[src/rtl/fdp_pkg.sv]
package fdp_pkg;
   typedef enum logic [1:0] {
      POL_NEVER   = 2'b00,
      POL_ALWAYS  = 2'b01,
      POL_CLASS   = 2'b10,
      POL_HISTORY = 2'b11
   } policy_e;
endpackage

[src/rtl/fdp_cfg_reg.sv]
module fdp_cfg_reg #(
   parameter int          WIDTH = 16,
   parameter logic [WIDTH-1:0] INIT = '0
) (
   input  logic             clk,
   input  logic             rst_n,
   input  logic             we,
   input  logic [WIDTH-1:0] wdata,
   output logic [WIDTH-1:0] q
);
   always_ff @(posedge clk) begin
      if (!rst_n)  q <= INIT;
      else if (we) q <= wdata;
   end
endmodule

[src/rtl/fdp_static_policy.sv]
module fdp_static_policy
   import fdp_pkg::*;
#(
   parameter int CLS_W  = 4,
   localparam int N_CLS = 1 << CLS_W
) (
   input  policy_e          policy,
   input  logic [CLS_W-1:0] cls,
   input  logic [N_CLS-1:0] mask,
   output logic             take
);
   always_comb begin
      unique case (policy)
         POL_NEVER:  take = 1'b0;
         POL_ALWAYS: take = 1'b1;
         POL_CLASS:  take = mask[cls];
         default:    take = 1'b0;
      endcase
   end
endmodule

[src/rtl/fdp_hist_table.sv]
module fdp_hist_table #(
   parameter int IDX_BITS = 4,
   parameter int CNT_W    = 2,
   parameter int CNT_INIT = 1,
   localparam int N_ENT   = 1 << IDX_BITS,
   localparam logic [CNT_W-1:0] CNT_MAX = {CNT_W{1'b1}}
) (
   input  logic                clk,
   input  logic                rst_n,
   input  logic [IDX_BITS-1:0] rd_idx,
   output logic                rd_taken,
   input  logic                wr_en,
   input  logic [IDX_BITS-1:0] wr_idx,
   input  logic                wr_taken
);
   logic [CNT_W-1:0] cnt [N_ENT];

   for (genvar e = 0; e < N_ENT; e++) begin : g_ent
      logic hit;
      assign hit = wr_en && (wr_idx == IDX_BITS'(e));
      always_ff @(posedge clk) begin
         if (!rst_n) begin
            cnt[e] <= CNT_W'(CNT_INIT);
         end else if (hit) begin
            if (wr_taken && cnt[e] != CNT_MAX)
               cnt[e] <= cnt[e] + 1'b1;
            else if (!wr_taken && cnt[e] != '0)
               cnt[e] <= cnt[e] - 1'b1;
         end
      end
   end

   // upper half of the counter range means taken
   assign rd_taken = cnt[rd_idx][CNT_W-1];
endmodule

[src/rtl/fdp_resolve.sv]
module fdp_resolve #(
   parameter int ADDR_W      = 32,
   parameter int INSTR_BYTES = 4
) (
   input  logic              clk,
   input  logic              rst_n,
   input  logic              res_valid,
   input  logic [ADDR_W-1:0] res_pc,
   input  logic              res_taken,
   input  logic              res_pred,
   input  logic [ADDR_W-1:0] res_tgt,
   output logic              mispredict,
   output logic [ADDR_W-1:0] fix_pc
);
   logic              wrong;
   logic [ADDR_W-1:0] restart;

   assign wrong   = res_valid && (res_taken != res_pred);
   assign restart = res_taken ? res_tgt : res_pc + ADDR_W'(INSTR_BYTES);

   always_ff @(posedge clk) begin
      if (!rst_n) begin
         mispredict <= 1'b0;
         fix_pc     <= '0;
      end else begin
         mispredict <= wrong;
         if (wrong) fix_pc <= restart;
      end
   end
endmodule

[src/rtl/fetch_dir_predictor.sv]
module fetch_dir_predictor
   import fdp_pkg::*;
#(
   parameter int ADDR_W      = 32,
   parameter int INSTR_BYTES = 4,
   parameter int CLS_W       = 4,
   parameter int IDX_BITS    = 4,
   parameter int CNT_W       = 2,
   parameter int CNT_INIT    = 1,
   parameter logic [(1<<CLS_W)-1:0] MASK_INIT = '0,
   localparam int IDX_LO     = $clog2(INSTR_BYTES),
   localparam int N_CLS      = 1 << CLS_W
) (
   input  logic              clk,
   input  logic              rst_n,
   input  logic [1:0]        policy_i,
   input  logic              cfg_we_i,
   input  logic [N_CLS-1:0]  cfg_mask_i,
   input  logic [ADDR_W-1:0] fetch_pc_i,
   input  logic              fetch_is_br_i,
   input  logic [CLS_W-1:0]  fetch_cls_i,
   input  logic [ADDR_W-1:0] fetch_tgt_i,
   output logic              pred_taken_o,
   output logic [ADDR_W-1:0] next_pc_o,
   input  logic              res_valid_i,
   input  logic [ADDR_W-1:0] res_pc_i,
   input  logic              res_taken_i,
   input  logic              res_pred_i,
   input  logic [ADDR_W-1:0] res_tgt_i,
   output logic              mispredict_o,
   output logic [ADDR_W-1:0] fix_pc_o
);
   // elaboration-time parameter checks
   if (IDX_LO + IDX_BITS > ADDR_W) begin : g_bad_idx
      $error("history index runs past the address width");
   end
   if ((1 << IDX_LO) != INSTR_BYTES) begin : g_bad_isz
      $error("instruction size must be a power of two");
   end
   if (CNT_W < 1 || CNT_INIT < 0 || CNT_INIT >= (1 << CNT_W)) begin : g_bad_cnt
      $error("counter width or initial value out of range");
   end

   policy_e              policy;
   logic [N_CLS-1:0]     cls_mask_q;
   logic                 static_take;
   logic                 hist_take;
   logic                 take;
   logic [ADDR_W-1:0]    seq_pc;

   assign policy = policy_e'(policy_i);
   assign seq_pc = fetch_pc_i + ADDR_W'(INSTR_BYTES);

   fdp_cfg_reg #(.WIDTH(N_CLS), .INIT(MASK_INIT)) u_mask (
      .clk   (clk),
      .rst_n (rst_n),
      .we    (cfg_we_i),
      .wdata (cfg_mask_i),
      .q     (cls_mask_q)
   );

   fdp_static_policy #(.CLS_W(CLS_W)) u_static (
      .policy (policy),
      .cls    (fetch_cls_i),
      .mask   (cls_mask_q),
      .take   (static_take)
   );

   fdp_hist_table #(
      .IDX_BITS (IDX_BITS),
      .CNT_W    (CNT_W),
      .CNT_INIT (CNT_INIT)
   ) u_hist (
      .clk      (clk),
      .rst_n    (rst_n),
      .rd_idx   (fetch_pc_i[IDX_LO +: IDX_BITS]),
      .rd_taken (hist_take),
      .wr_en    (res_valid_i),
      .wr_idx   (res_pc_i[IDX_LO +: IDX_BITS]),
      .wr_taken (res_taken_i)
   );

   always_comb begin
      if (!fetch_is_br_i)              take = 1'b0;
      else if (policy == POL_HISTORY)  take = hist_take;
      else                             take = static_take;
   end

   assign pred_taken_o = take;
   assign next_pc_o    = take ? fetch_tgt_i : seq_pc;

   fdp_resolve #(.ADDR_W(ADDR_W), .INSTR_BYTES(INSTR_BYTES)) u_res (
      .clk        (clk),
      .rst_n      (rst_n),
      .res_valid  (res_valid_i),
      .res_pc     (res_pc_i),
      .res_taken  (res_taken_i),
      .res_pred   (res_pred_i),
      .res_tgt    (res_tgt_i),
      .mispredict (mispredict_o),
      .fix_pc     (fix_pc_o)
   );
endmodule

[config.mk]
export PLATFORM = sky130hd
export DESIGN_NAME = fetch_dir_predictor
export DESIGN_NICKNAME = d
export VERILOG_FILES = /design/src/rtl/fdp_pkg.sv /design/src/rtl/fdp_cfg_reg.sv /design/src/rtl/fdp_static_policy.sv /design/src/rtl/fdp_hist_table.sv /design/src/rtl/fdp_resolve.sv /design/src/rtl/fetch_dir_predictor.sv
export SDC_FILE = /design/constraint.sdc
export NUM_CORES = 1
export LEC_CHECK = 0
export BUFFER_PORTS_ARGS = -buffer_cell sky130_fd_sc_hd__buf_2
export CORE_MARGIN = 2
export CORE_UTILIZATION = 48
export CTS_BUF_LIST = sky130_fd_sc_hd__clkbuf_4 sky130_fd_sc_hd__clkbuf_8
export DETAILED_ROUTE_END_ITERATION = 7
export PLACE_DENSITY = 0.79
export SYNTH_ARGS = -nofsm -noshare
export SYNTH_HDL_FRONTEND = slang
export SYNTH_HIERARCHICAL = 1
export SYNTH_SLANG_ARGS = --single-unit
[constraint.sdc]
create_clock -name clk -period 3.8 [get_ports clk]
set_clock_uncertainty 0.2 [all_clocks]
set_input_delay 0.95 -clock clk [delete_from_list [all_inputs] [get_ports clk]]
set_output_delay 0.95 -clock clk [all_outputs]
set_load 0.005 [all_outputs]
### Word-level counts from Yosys, hierarchy flattened

Memory sizes are Yosys's and may differ from the RTL's.
Cells that the tools add are included.

| word-level totals | value |
|---|---|
| memories | 1 |
| register bits after elaboration | 49 |
| input port bits | 157 |
| output and inout port bits | 66 |
| memory bits (writable) | 32 |

Memories:

| memory | depth | width | rd ports | clocked after Yosys merged registers in | wr ports | RTL line | text |
|---|---|---|---|---|---|---|---|
| u_hist.cnt | 16 | 2 | 17 | 0 | 16 | fdp_hist_table.sv:16 | `logic [CNT_W-1:0] cnt [N_ENT];` |

| cells by class | value |
|---|---|
| $lt $le $gt $ge | 1 |
| bitwise logic cells | 32 |
| $add $sub $neg | 34 |
| multiplexer cells | 184 |
| reduce and logical (&&, ||, !) cells | 67 |
| equal/unequal tests | 35 |

Operators with widths:

| kind | count |
|---|---|
| $mux W1 | 148 |
| $add A32 B3 Y32 const B | 2 |
| $mux W2 | 32 |
| $mux W32 | 2 |
| $logic_and A1 B1 Y1 | 49 |
| $add A2 B1 Y2 const B | 16 |
| $eq A4 B4 Y1 const B | 8 |
| $ne A2 B2 Y1 const B | 16 |
| $or A1 B1 Y1 | 32 |
| $reduce_bool A2 Y1 | 16 |
| $sub A2 B1 Y2 const B | 16 |
| $eq A4 B3 Y1 const B | 4 |
| $eq A4 B2 Y1 const B | 2 |
| $lt A4 B5 Y1 const B | 1 |
| $bmux W1 S4 | 1 |
| $eq A2 B2 Y1 const B | 2 |
| $eq A4 B1 Y1 const B | 1 |
| $logic_not A4 Y1 | 1 |
| $eq A2 B1 Y1 const B | 1 |
| $pmux W1 S2 | 1 |
| $logic_not A1 Y1 | 1 |
| $ne A1 B1 Y1 | 1 |

### Depth between registers and ports, before layout

| depth | value |
|---|---|
| depth in word-level cells | 8 |
| mapped depth | 10 |

### Hierarchy

Netlist, hierarchy kept.

By module, submodules not included:

| module | times used | cells each | area an instance (um^2) |
|---|---|---|---|
| fdp_hist_table | 1 | 286 | 2687.6 |
| fdp_resolve | 1 | 291 | 2269.7 |
| fetch_dir_predictor | 1 | 166 | 994.7 |
| fdp_cfg_reg | 1 | 51 | 615.6 |
| fdp_static_policy | 1 | 18 | 209.0 |

### Worst setup path before layout

OpenSTA, ideal clock, no wires.

| timing path | value |
|---|---|
| path kind | input to output |
| start | input port fetch_cls_i[0] |
| end | output port next_pc_o[22] |
| stages on the path | 9 |
| buffers on the path | 1 |
| data required time | 2.650 ns |
| arrival | 2.911 ns |
| setup slack | -0.261 ns |
| cells stage by stage | buf_6 mux4_1 mux2i_1 or4b_1 o311ai_1 a31oi_2 inv_2 or4_1 nand3_1 |

| between the ends | value |
|---|---|
| word-level cells in the longest chain between the ends | 6 |

RTL lines:

| item | RTL line | text |
|---|---|---|
| start: declaration | fetch_dir_predictor.sv:21 | `input logic [CLS_W-1:0] fetch_cls_i,` |
| $bmux W1 S4 | fdp_static_policy.sv:16 | `POL_CLASS: take = mask[cls];` |
| $mux W1 (not written as such) | fdp_static_policy.sv:16 |  |
| $pmux W1 S2 | fdp_static_policy.sv:13 | `unique case (policy)` |
| named net static_take | fetch_dir_predictor.sv:46 | `logic static_take;` |
| $mux W1 | fetch_dir_predictor.sv:85 | `else if (policy == POL_HISTORY) take = hist_take;` |
| $mux W1 | fetch_dir_predictor.sv:84 | `if (!fetch_is_br_i) take = 1'b0;` |
| $mux W32 | fetch_dir_predictor.sv:90 | `assign next_pc_o = take ? fetch_tgt_i : seq_pc;` |
| end: declaration | fetch_dir_predictor.sv:24 | `output logic [ADDR_W-1:0] next_pc_o,` |

The timed path passes the listed nets, and every way through them passes these cells. The select of a mux whose other input is x is not followed.

### Final worst setup path

| timing path | value |
|---|---|
| start | input port fetch_cls_i[0] |
| end | output port next_pc_o[16] |

The elaborated chain is that of the path after synthesis.

==> results.md <==
- Antenna violations before repair: 3
- Maximum root-to-sink buffer count: 2
- Sw frac: 31.6%
- First-pass GRT wire length: 34.0 mm
- EDFF count, synth: 32
- Total internal power: between 1.5 and 2 mW
- # DRC: 0
- CTS Buf Count: 9
- Die height: ~120 um
- GR Overflow Total: 0
- Seq cells post-synth: between 80 and 90
- Worst-Skew Late Latency: 0.38 ns
- Proportion of layout cells with a drive suffix above 1: 32.5%
- Combinational power share: 26.2%
- H-tree levels: 3
- Pwr Total: around 2.3 mW
- Top cells by area, synth: dfxtp_1 (14%), edfxtp_1 (14%), ha_1 (6.3%)
- Syn nets: 1003
- Status: complete, but fails checks
- Vias in the first global route: 6881
- Clock power frac: 32.3%
- NetSw: between 700 and 800 uW
- Boundary Pins: around 220
- Setup repair after global routing missed its margin: yes
- CTS Hold Bufs: 0
- Fin. Hold Viols: 0
- Syn avg cell area: between 8 and 9 um^2
- Final Util: between 60% and 70%
- Worst Tran Pin Value: around 0.81 ns
- TritonCTS Sinks: 81
- Max_cap viols: 0
- Die area: around 15000 um^2
- Reg power frac: just over 40%
- WL/cell: about 19 um
- Tcrit/Tclk final: 108%
- Layout area overhead: 28.0%
- Placed Instances: 1184
- DR iter-0 viols: 710
- CTS clock-pin slew for the worst setup and hold paths: 0.10 ns
- CTS tree: yes
- Failing checks: negative setup slack
- Tightest Hold Check Type: reg2reg
- DR vias: about 7500
- Worst setup margin: -0.296 ns
- Chip width: around 120 um
- Top-count cell post-synth: nand2_1
- Global Route Usage Sum: ~29%
- Post-DRT Antenna Nets: 0
- Max-slew headroom: a little under half
- Synth area leader: dfxtp_1
- Crit Path Category: in2out
- Final setup fails: 33
- Setup TNS Final: -6.43 ns
- Rows: between 40 and 50
- GP Congestion: ~0.9
- Leak: 3.72 nW
- Crit path max fanout: 7
- Min Tclk post-route: 4.10 ns
- Worst Setup End Kind: output port
- DP Wirelength: ~16 mm
- Sequential cell area fraction in the yosys report: roughly 29%
- YS warnings: 6
- Setup crit start kind: input pin
- Core area: roughly 14000 um^2
- Synthesized area: approximately 6800 um^2
- Yosys top cell area share: 14.5%
- Drt total wl: approximately 23 mm
- Synth unique cells: between 70 and 80
- Drt pass-1 iters: 5
- Via density: a little over 6
- Prevailing post-synth register cell: dfxtp_1
- Req. time, crit path: between 2 and 3 ns
- Non-Filler Instances: around 1200
- Final Slew Violations: 0
- NumNets Final: between 1000 and 1500
- Maximum vdd drop: around 0.20 mV
- Hold_ws: approximately 0.27 ns
- PwrDens: approximately 270 nW/um^2
- Worst Path Arrival: approximately 3.0 ns
- Fmax: around 240 MHz
- Port bufs: 222
- Largest net degree at the start of global routing: 50
- Async set-reset flop share out of synthesis: 0%
- Cells after Synth: 812
- Initial Util: between 40% and 50%
- Root buf cell: clkbuf_8
- Commonest cells in the synthesized netlist: nand2_1 (62), inv_1 (53), nand3_1 (50), dfxtp_1 (49), nor2_1 (35)
## critical path, stage by stage
cell and delay, ns:
buf_12 0.09, and2b_4 0.18, a2111oi_1 0.56, o311ai_4 0.18, a31oi_4 0.22, inv_4 0.08, or4_1 0.47, nand3_1 0.09
buf_2 0.11
## power groups by stage
| stage | logic, mW | registers, mW | clock network [mW] |
|---|---|---|---|
| final | 0.614 | 0.972 | 0.757 |
| after global routing | 0.666 | 0.977 | 0.803 |
| after CTS | 0.586 | 0.972 | 0.769 |
| after detailed placement | 0.539 | 0.991 | 0 |
| after global placement | 0.531 | 0.990 | 0 |
| after floorplan | 0.293 | 0.986 | 0 |
## through the flow
| step | area (um^2) | setup slack (ns) |
|---|---|---|
| global route | 8670 | -0.409 |
| floorplan | 6770 | -0.159 |
| detailed placement | 8030 | -0.511 |
| CTS | 8560 | -0.299 |
| finish | 8670 | -0.296 |
| global placement | 8030 | -0.427 |
## final cells by class
type | count | area, um^2
clock inverters | 7 | 104
fillers | 1184 | 5150
diodes | 3 | 7.51
flip-flops and latches | 81 | 1940
repair buffers | 260 | 1550
clock buffers | 9 | 124
well taps | 180 | 225
multi-input cells | 618 | 4510
inverters | 55 | 209
## logic make-up after synthesis
family | synth area share, %
AO/OA/AOI/OAI | 17.3
AND/OR/NAND/NOR | 29.3
flip-flops | 28.7
adder cells (fa/ha/maj) | 6.28
multiplexers | 8.01
XOR/XNOR | 3.10
buffers and inverters | 7.33
## worst paths after layout
path	from	endpoint	slack (ns)	cells after the start
hold / removal	u_res/fix_pc[9]	u_res/fix_pc[9]	0.27	2
hold reg to reg	u_res/fix_pc[9]	u_res/fix_pc[9]	0.27	2
setup reg to reg	u_hist/cnt[10][0]	u_hist/cnt[10][1]	1.88	3
setup / recovery	fetch_cls_i[0]	next_pc_o[16]	-0.30	9
## routing by layer
layer,vias to the layer above,global-route usage [%],wire length [um]
met5,-,0,0
met4,0,15.7,1020
met3,78,7.06,2080
met2,394,49.2,11200
met1,3481,32.3,8400
li1,3501,-,-
## what timing repair did
action | 4_1_cts | 5_1_grt
endpoints found under the setup margin | 33 | 33
pin swaps | 19 | 7
gates resized for setup | 65 | 21
setup buffers | 5 | 3
cloned | 3 | 1
## registers in the layout (all words and copies together) (netlist names)
register          flops
u_mask/q             16
u_res/mispredict      1
u_hist/cnt           32
u_res/fix_pc         32
## cell usage in the layout (no fill, tap or decap), types with 7 or more instances in the layout
cell,count
clkbuf_8,9
inv_1,53
a211oi_1,7
buf_2,216
o22ai_1,9
o21ai_0,19
ha_1,34
or4_1,13
nor2_2,9
nand4_1,28
nor4_1,21
xor2_1,10
dfxtp_1,49
buf_4,27
xnor2_1,14
buf_6,9
a21boi_0,8
nand3_1,49
o21ai_1,10
nor2b_1,20
and4_1,7
o21ai_2,9
nand4b_1,10
edfxtp_1,32
nand2_1,53
nor2_1,25
and3_1,13
o211ai_1,20
or3_1,13
a31oi_1,10
a21oi_1,26
nor3_1,28
mux2i_1,34
nand2_2,9
o31ai_1,17
No activity file was read; power rests on OpenSTA's default activity.
